## config.mk

```make
export PLATFORM = sky130hd
export DESIGN_NAME = pexp_core
export DESIGN_NICKNAME = d
export VERILOG_FILES = /design/src/rtl/pexp_pkg.sv /design/src/rtl/pexp_bus_fsm.sv /design/src/rtl/pexp_regfile.sv /design/src/rtl/pexp_read_mux.sv /design/src/rtl/pexp_core.sv
export SDC_FILE = /design/constraint.sdc
export NUM_CORES = 1
export LEC_CHECK = 0
export ABC_AREA = 1
export CAP_MARGIN = 20
export CORE_MARGIN = 4
export CORE_UTILIZATION = 46
export CTS_BUF_LIST = sky130_fd_sc_hd__clkbuf_4 sky130_fd_sc_hd__clkbuf_8
export CTS_CLUSTER_DIAMETER = 150
export CTS_CLUSTER_SIZE = 12
export DETAILED_ROUTE_END_ITERATION = 8
export GPL_TIMING_DRIVEN = 0
export PLACE_DENSITY = 0.83
export SLEW_MARGIN = 20
export SYNTH_ARGS = -nofsm -noshare
export SYNTH_HDL_FRONTEND = slang
export SYNTH_HIERARCHICAL = 1
export SYNTH_SLANG_ARGS = --single-unit
```

## constraint.sdc

```tcl
create_clock -name clk -period 2 [get_ports clk]
set_input_delay 0.2 -clock clk [delete_from_list [all_inputs] [get_ports clk]]
set_output_delay 0.2 -clock clk [all_outputs]
set_load 0.005 [all_outputs]
```

## src/rtl/pexp_pkg.sv

```systemverilog
package pexp_pkg;

    localparam int DW       = 8;
    localparam int MAX_WIDE = 5;

    localparam logic [3:0] REG_DIRA = 4'd6;
    localparam logic [3:0] REG_LATA = 4'd7;
    localparam logic [3:0] REG_CTLA = 4'd8;
    localparam logic [3:0] REG_CFG  = 4'd9;

    typedef enum logic [2:0] {
        S_IDLE,
        S_ADDR,
        S_HELD,
        S_READ,
        S_WRITE
    } bus_state_t;

endpackage

```

## src/rtl/pexp_bus_fsm.sv

```systemverilog
module pexp_bus_fsm
    import pexp_pkg::*;
(
    input  logic          clk,
    input  logic          rst_n,
    input  logic          ale,
    input  logic          cs_n,
    input  logic          rd_n,
    input  logic          wr_n,
    input  logic [DW-1:0] ad_in,
    output logic [DW-1:0] lat_addr,
    output logic [DW-1:0] wdata,
    output logic          commit,
    output logic          drive
);

    bus_state_t state, state_nxt;
    logic       addr_en;
    logic       data_en;

    // state register
    always_ff @(posedge clk or negedge rst_n) begin
        if (!rst_n) state <= S_IDLE;
        else        state <= state_nxt;
    end

    // next-state logic
    always_comb begin
        state_nxt = state;
        unique case (state)
            S_IDLE:  if (ale) state_nxt = S_ADDR;
            S_ADDR:  if (!ale) state_nxt = S_HELD;
            S_HELD: begin
                if (ale)                  state_nxt = S_ADDR;
                else if (!cs_n && !rd_n)  state_nxt = S_READ;
                else if (!cs_n && !wr_n)  state_nxt = S_WRITE;
            end
            S_READ:  if (cs_n || rd_n) state_nxt = S_HELD;
            S_WRITE: if (cs_n || wr_n) state_nxt = S_HELD;
            default: state_nxt = S_IDLE;
        endcase
    end

    // outputs
    always_comb begin
        drive   = 1'b0;
        commit  = 1'b0;
        addr_en = 1'b0;
        data_en = 1'b0;
        unique case (state)
            S_IDLE:  addr_en = ale;
            S_ADDR:  addr_en = ale;
            S_HELD: begin
                addr_en = ale;
                data_en = !ale && !cs_n && !wr_n && rd_n;
            end
            S_READ:  drive = 1'b1;
            S_WRITE: begin
                data_en = !cs_n && !wr_n;
                commit  = !cs_n && wr_n;
            end
            default: ;
        endcase
    end

    // address latch: follows the bus while the strobe is high
    always_ff @(posedge clk or negedge rst_n) begin
        if (!rst_n)       lat_addr <= '0;
        else if (addr_en) lat_addr <= ad_in;
    end

    // write data: last value seen while the write strobe is low
    always_ff @(posedge clk or negedge rst_n) begin
        if (!rst_n)       wdata <= '0;
        else if (data_en) wdata <= ad_in;
    end

endmodule

```

## src/rtl/pexp_regfile.sv

```systemverilog
module pexp_regfile
    import pexp_pkg::*;
#(
    parameter int NUM_WIDE = MAX_WIDE,
    localparam int NP      = NUM_WIDE + 1
) (
    input  logic                   clk,
    input  logic                   rst_n,
    input  logic                   commit,
    input  logic [DW-1:0]          addr,
    input  logic [DW-1:0]          wdata,
    output logic [NP-1:0][DW-1:0]  data_q,
    output logic [DW-1:0]          dira_q,
    output logic [DW-1:0]          lata_q,
    output logic [DW-1:0]          ctla_q,
    output logic [DW-1:0]          cfg_q
);

    logic       byte_hit;
    logic       bit_hit;
    logic [2:0] sel_port;
    logic [2:0] sel_bit;

    assign byte_hit = commit && !addr[7] && (addr[6:4] == 3'd0);
    assign bit_hit  = commit && addr[7];
    assign sel_port = addr[6:4];
    assign sel_bit  = addr[2:0];

    // per-port data registers
    for (genvar g = 0; g < NP; g++) begin : g_port
        logic [DW-1:0] q;
        logic          we_byte;
        logic          we_bit;

        assign we_byte = byte_hit && (addr[3:0] == 4'(g));
        assign we_bit  = bit_hit && (sel_port == 3'(g));

        always_ff @(posedge clk or negedge rst_n) begin
            if (!rst_n)       q <= '0;
            else if (we_byte) q <= wdata;
            else if (we_bit)  q[sel_bit] <= wdata[0];
        end

        assign data_q[g] = q;
    end

    // port 0 control registers and configuration
    always_ff @(posedge clk or negedge rst_n) begin
        if (!rst_n) begin
            dira_q <= '0;
            lata_q <= '0;
            ctla_q <= '0;
            cfg_q  <= '0;
        end else if (byte_hit) begin
            unique case (addr[3:0])
                REG_DIRA: dira_q <= wdata;
                REG_LATA: lata_q <= wdata;
                REG_CTLA: ctla_q <= wdata;
                REG_CFG:  cfg_q  <= wdata;
                default:  ;
            endcase
        end
    end

endmodule

```

## src/rtl/pexp_read_mux.sv

```systemverilog
module pexp_read_mux
    import pexp_pkg::*;
#(
    parameter int NUM_WIDE = MAX_WIDE,
    localparam int NP      = NUM_WIDE + 1,
    localparam int PW      = NUM_WIDE * DW
) (
    input  logic [DW-1:0]         addr,
    input  logic [NP-1:0][DW-1:0] data_q,
    input  logic [DW-1:0]         dira_q,
    input  logic [DW-1:0]         lata_q,
    input  logic [DW-1:0]         ctla_q,
    input  logic [DW-1:0]         cfg_q,
    input  logic [DW-1:0]         pa_view,
    input  logic [PW-1:0]         pins_in,
    output logic [DW-1:0]         rdata
);

    logic [NP-1:0][DW-1:0] view;

    // value a read of each port returns
    for (genvar g = 0; g < NP; g++) begin : g_view
        if (g == 0) begin : g_fine
            assign view[g] = (data_q[g] & dira_q) | (pa_view & ~dira_q);
        end else begin : g_wide
            assign view[g] = cfg_q[g-1] ? data_q[g] : pins_in[(g-1)*DW +: DW];
        end
    end

    always_comb begin
        rdata = '0;
        if (addr[7]) begin
            for (int i = 0; i < NP; i++) begin
                if (addr[6:4] == 3'(i)) rdata[0] = view[i][addr[2:0]];
            end
        end else if (addr[6:4] == 3'd0) begin
            for (int i = 0; i < NP; i++) begin
                if (addr[3:0] == 4'(i)) rdata = view[i];
            end
            unique case (addr[3:0])
                REG_DIRA: rdata = dira_q;
                REG_LATA: rdata = lata_q;
                REG_CTLA: rdata = ctla_q;
                REG_CFG:  rdata = cfg_q;
                default:  ;
            endcase
        end
    end

endmodule

```

## src/rtl/pexp_core.sv

```systemverilog
module pexp_core
    import pexp_pkg::*;
#(
    parameter int NUM_WIDE = MAX_WIDE,
    localparam int NP      = NUM_WIDE + 1,
    localparam int PW      = NUM_WIDE * DW
) (
    input  logic          clk,
    input  logic          rst_n,
    input  logic          ale,
    input  logic          cs_n,
    input  logic          rd_n,
    input  logic          wr_n,
    input  logic [DW-1:0] ad_in,
    output logic [DW-1:0] ad_out,
    output logic          ad_oe,
    input  logic [DW-1:0] pa_view,
    output logic [DW-1:0] pa_data,
    output logic [DW-1:0] pa_dir,
    output logic [DW-1:0] pa_latch,
    output logic [DW-1:0] pa_ctrl,
    output logic [2:0]    pa_cfg,
    input  logic [PW-1:0] pins_in,
    output logic [PW-1:0] pins_out,
    output logic [PW-1:0] pins_oe
);

    logic [DW-1:0]         lat_addr;
    logic [DW-1:0]         wdata;
    logic                  commit;
    logic                  drive;
    logic [NP-1:0][DW-1:0] data_q;
    logic [DW-1:0]         dira_q;
    logic [DW-1:0]         lata_q;
    logic [DW-1:0]         ctla_q;
    logic [DW-1:0]         cfg_q;
    logic [DW-1:0]         rdata;

    pexp_bus_fsm u_fsm (
        .clk      (clk),
        .rst_n    (rst_n),
        .ale      (ale),
        .cs_n     (cs_n),
        .rd_n     (rd_n),
        .wr_n     (wr_n),
        .ad_in    (ad_in),
        .lat_addr (lat_addr),
        .wdata    (wdata),
        .commit   (commit),
        .drive    (drive)
    );

    pexp_regfile #(.NUM_WIDE(NUM_WIDE)) u_regs (
        .clk    (clk),
        .rst_n  (rst_n),
        .commit (commit),
        .addr   (lat_addr),
        .wdata  (wdata),
        .data_q (data_q),
        .dira_q (dira_q),
        .lata_q (lata_q),
        .ctla_q (ctla_q),
        .cfg_q  (cfg_q)
    );

    pexp_read_mux #(.NUM_WIDE(NUM_WIDE)) u_rmux (
        .addr    (lat_addr),
        .data_q  (data_q),
        .dira_q  (dira_q),
        .lata_q  (lata_q),
        .ctla_q  (ctla_q),
        .cfg_q   (cfg_q),
        .pa_view (pa_view),
        .pins_in (pins_in),
        .rdata   (rdata)
    );

    assign ad_out   = rdata;
    assign ad_oe    = drive;
    assign pa_data  = data_q[0];
    assign pa_dir   = dira_q;
    assign pa_latch = lata_q;
    assign pa_ctrl  = ctla_q;
    assign pa_cfg   = cfg_q[7:5];

    for (genvar g = 0; g < NUM_WIDE; g++) begin : g_pins
        assign pins_out[g*DW +: DW] = data_q[g+1];
        assign pins_oe[g*DW +: DW]  = {DW{cfg_q[g]}};
    end

endmodule

```

==> impl_metrics.py <==
metrics = {
    "global_routing": {
        "grt_pass1_vias": 8389,
        "grt_start_max_net_pins": 63,
        "grtUsageTotal_pct": 33.1,
        "grt-ovfl-total": 0,
        "antenna_found_initial": 0,
        "grt_pass1_wl_mm": 45.8,
    },
    "routing": {
        "vias": 9256,
        "drtPass1Iterations": 6,
        "post_drt_wl_per_cell_um": 20.4,
        "drc": 0,
        "routed_wirelength_mm": 32.1,
        "dr_wl_met2_mm": 14.6,
        "wl_met3_mm": 3.64,
        "drt-vias-per-instance": 5.87,
        "drt_iter0_markers": 1566,
        "ant_nets": 0,
        "top_layer_used": "met4",
        "wl_met1_mm": 11.3,
    },
    "sta": {
        "relSlewSlack_pct": 62.0,
        "hold_violations": 0,
        "fmax_mhz": 399,
        "timing.final.crit_share_pct": 125,
        "rsz0062_at_grt": "yes",
        "finalClockSkew_ns": 0.0184,
        "fin_crit_ns": 2.51,
        "worst_slack_ns": -0.506,
        "setup_viol": 10,
        "slew_viol_final": 0,
        "tightestPinTransition_ns": 0.568,
    },
    "clock_network": {
        "cts_buffer_depth": 2,
        "cts_tree": "built",
        "htreeDepth": 3,
        "numClockSinks": 99,
        "clkTransAtPathRegs_ns": 0.10,
        "cts_buffers": 9,
        "root_buffer": "clkbuf_8",
        "clock_latency_ns": 0.40,
    },
    "power": {
        "p_comb_share_pct": 52.9,
        "switching_power_mw": 4.09,
        "swShare_pct": 48.6,
        "seq_power_share_pct": 30.9,
        "p_per_area_nw_per_um2": 740,
        "internal-power_mw": 4.33,
        "clkPwrFrac_pct": 16.2,
        "p_leak_nw": 5.22,
        "ir_worst_vdd_mv": 0.716,
    },
    "floorplanning": {
        "die_y_um": 133,
        "fp.dieW_um": 133,
        "core_um2": 15300,
        "start_util_pct": 47.0,
        "io_pins": 186,
        "rows": 45,
        "dieArea_um2": 17700,
    },
    "worst_setup_path": {
        "startpoint_type": "register",
        "worstSetupStartpoint": "u_regs/cfg_q[0]",
        "crit_required_ns": 1.80,
        "rrSetupSlack_ns": -0.02,
        "r2r-end": "u_regs/ctla_q[6]",
        "crit_path_end_kind": "output port",
        "reg2reg_from": "u_fsm/state[2]",
        "crit_arrival_ns": 2.31,
        "crit_end": "ad_out[0]",
        "critical_path_class": "register to output port",
        "worstPathMaxFanout": 8,
        "r2r_cells": 10,
    },
    "flow_run": {
        "max_cap_violations": 0,
    },
    "placed_design": {
        "place_hpwl_mm": 21.5,
        "portBuffers": 185,
        "gp_congestion": 1.02,
        "dpl.cell_count": 1469,
    },
    "logic_synthesis": {
        "synth_most_common_cell": "nand2_1",
        "synth_ff_type": "dfrtp_1",
        "synth_cell_types": 40,
        "synth_nets": 1134,
        "syn-cell-area_um2": 7170,
        "synth_edf_count": 0,
        "yosysSeqAreaShare_pct": 34.5,
        "netlist.area_leader.share_pct": 34.5,
        "yosysWarnings": 6,
        "synthCells": 1072,
        "syn_area_per_cell_um2": 6.69,
        "synth_area_leaders": "dfrtp_1, nand2_1, nand3_1, buf_4, inv_1",
        "async_flop_share_pct": 100,
        "synth_common_cells": "nand2_1, nand3_1, dfrtp_1",
        "yosysTopAreaCell": "dfrtp_1",
        "ys_ff_latch": 99,
    },
    "finish": {
        "fin_util_pct": 74.6,
        "nets": 1422,
        "fin_cells": 1576,
        "final_layout_size_suffix_gt1_share_pct": 30.3,
        "areaGrowthSynthToFinish_pct": 58.7,
        "antenna_cells": 0,
    },
    "worst_hold_path": {
        "min_path_type": "input port to asynchronous set/reset pin",
    },
    "outcome": {
        "outcome": "finished, violations left",
        "failed_checks": "setup timing",
    },
}
what timing repair did:
item | in CTS | in global routing
pin swaps | 44 | 71
endpoints found under the hold margin | 37 | 0
buffers inserted | 60 | 21
hold buffers | 1 | 0
resized for setup | 185 | 144
cloned | 4 | 9
endpoints found under the setup margin | 87 | 88
through the flow:
stage	TNS [ns]	cell area, µm²	power [mW]	setup slack, ns	hold WS (ns)
after floorplan	0	7180	4.35	0.0820	-0.0956
after global placement	-311.83	9290	5.48	-2.92	0.506
after detailed placement	-26.51	9320	5.52	-0.695	0.128
after CTS	-2.36	10500	7.79	-0.324	0.277
after global routing	-4.34	11400	8.71	-0.612	0.290
final	-2.87	11400	8.42	-0.506	0.267
power by group through the flow:
stage | combinational, mW | clock, mW | sequential, mW
floorplan | 1.93 | 0 | 2.42
global placement | 2.89 | 0 | 2.59
detailed placement | 2.92 | 0 | 2.61
CTS | 3.86 | 1.37 | 2.55
global route | 4.66 | 1.46 | 2.60
finish | 4.46 | 1.36 | 2.60
cell usage in the layout, fill, tap and decap left out, drive strengths merged:
cell,instances
a21oi,44
a22o,2
a31oi,1
buf,153
bufinv,1
clkbuf,20
clkdlybuf4s50,176
clkinv,5
clkinvlp,4
dfrtp,99
dlygate4sd3,1
inv,94
mux2,8
nand2,442
nand3,115
nand3b,3
nand4,7
nor2,67
nor3,7
o2111ai,5
o211ai,16
o21ai,66
o21bai,25
o221ai,2
o31ai,2
cell type report:
class / instances / area, µm²
fill: 1102 / 3870
timing repair buffer: 278 / 2800
buffer: 62 / 549
inverter: 98 / 437
sequential: 99 / 2490
multi-input combinational: 812 / 4650
clock inverter: 6 / 65.1
tap: 211 / 264
clock buffer: 10 / 131
sequential cells by signal, summed over array words and instances (netlist names):
register / count
u_fsm/lat_addr: 8
u_fsm/state: 3
u_fsm/wdata: 8
u_regs/cfg_q: 8
u_regs/ctla_q: 8
u_regs/dira_q: 8
u_regs/g_port.q: 48
u_regs/lata_q: 8
metal layers:
layer	GRT usage (%)	vias to the layer above
met5	0	-
met4	17.5	0
met3	7.38	217
met2	53.4	785
met1	41.4	4216
li1	-	4038
logic make-up (layout without fill, tap and decap cells):
kind of cell	Yosys count	count (layout)	share of synthesized area, %
AND/OR/NAND/NOR	639	641	38.4
AO/OA/AOI/OAI	163	163	14.0
buffers and inverters	163	454	11.8
flip-flops	99	99	34.5
multiplexers	8	8	1.26
worst min path at each step:
stage,to,slack [ns]
final,u_regs/cfg_q[7],0.27
after global placement,u_fsm/wdata[0],0.51
after global routing,u_regs/cfg_q[7],0.29
after detailed placement,u_regs/cfg_q[7],0.13
after CTS,u_regs/cfg_q[7],0.28
after floorplan,u_fsm/lat_addr[0],-0.1
worst max-delay path, stage by stage (launching register included):
cell and delay, ns:
dfrtp_2 0.39, buf_6 0.14, clkinvlp_4 0.14, buf_6 0.16, nand2_1 0.05, nand2_1 0.10
a21oi_1 0.22, nand2_1 0.10, nand3_2 0.08, nand2_2 0.07, nor2_2 0.12, nand2_1 0.06
nand2_1 0.09, nand2_1 0.06, buf_2 0.13
No activity file was read; power rests on OpenSTA's default activity.
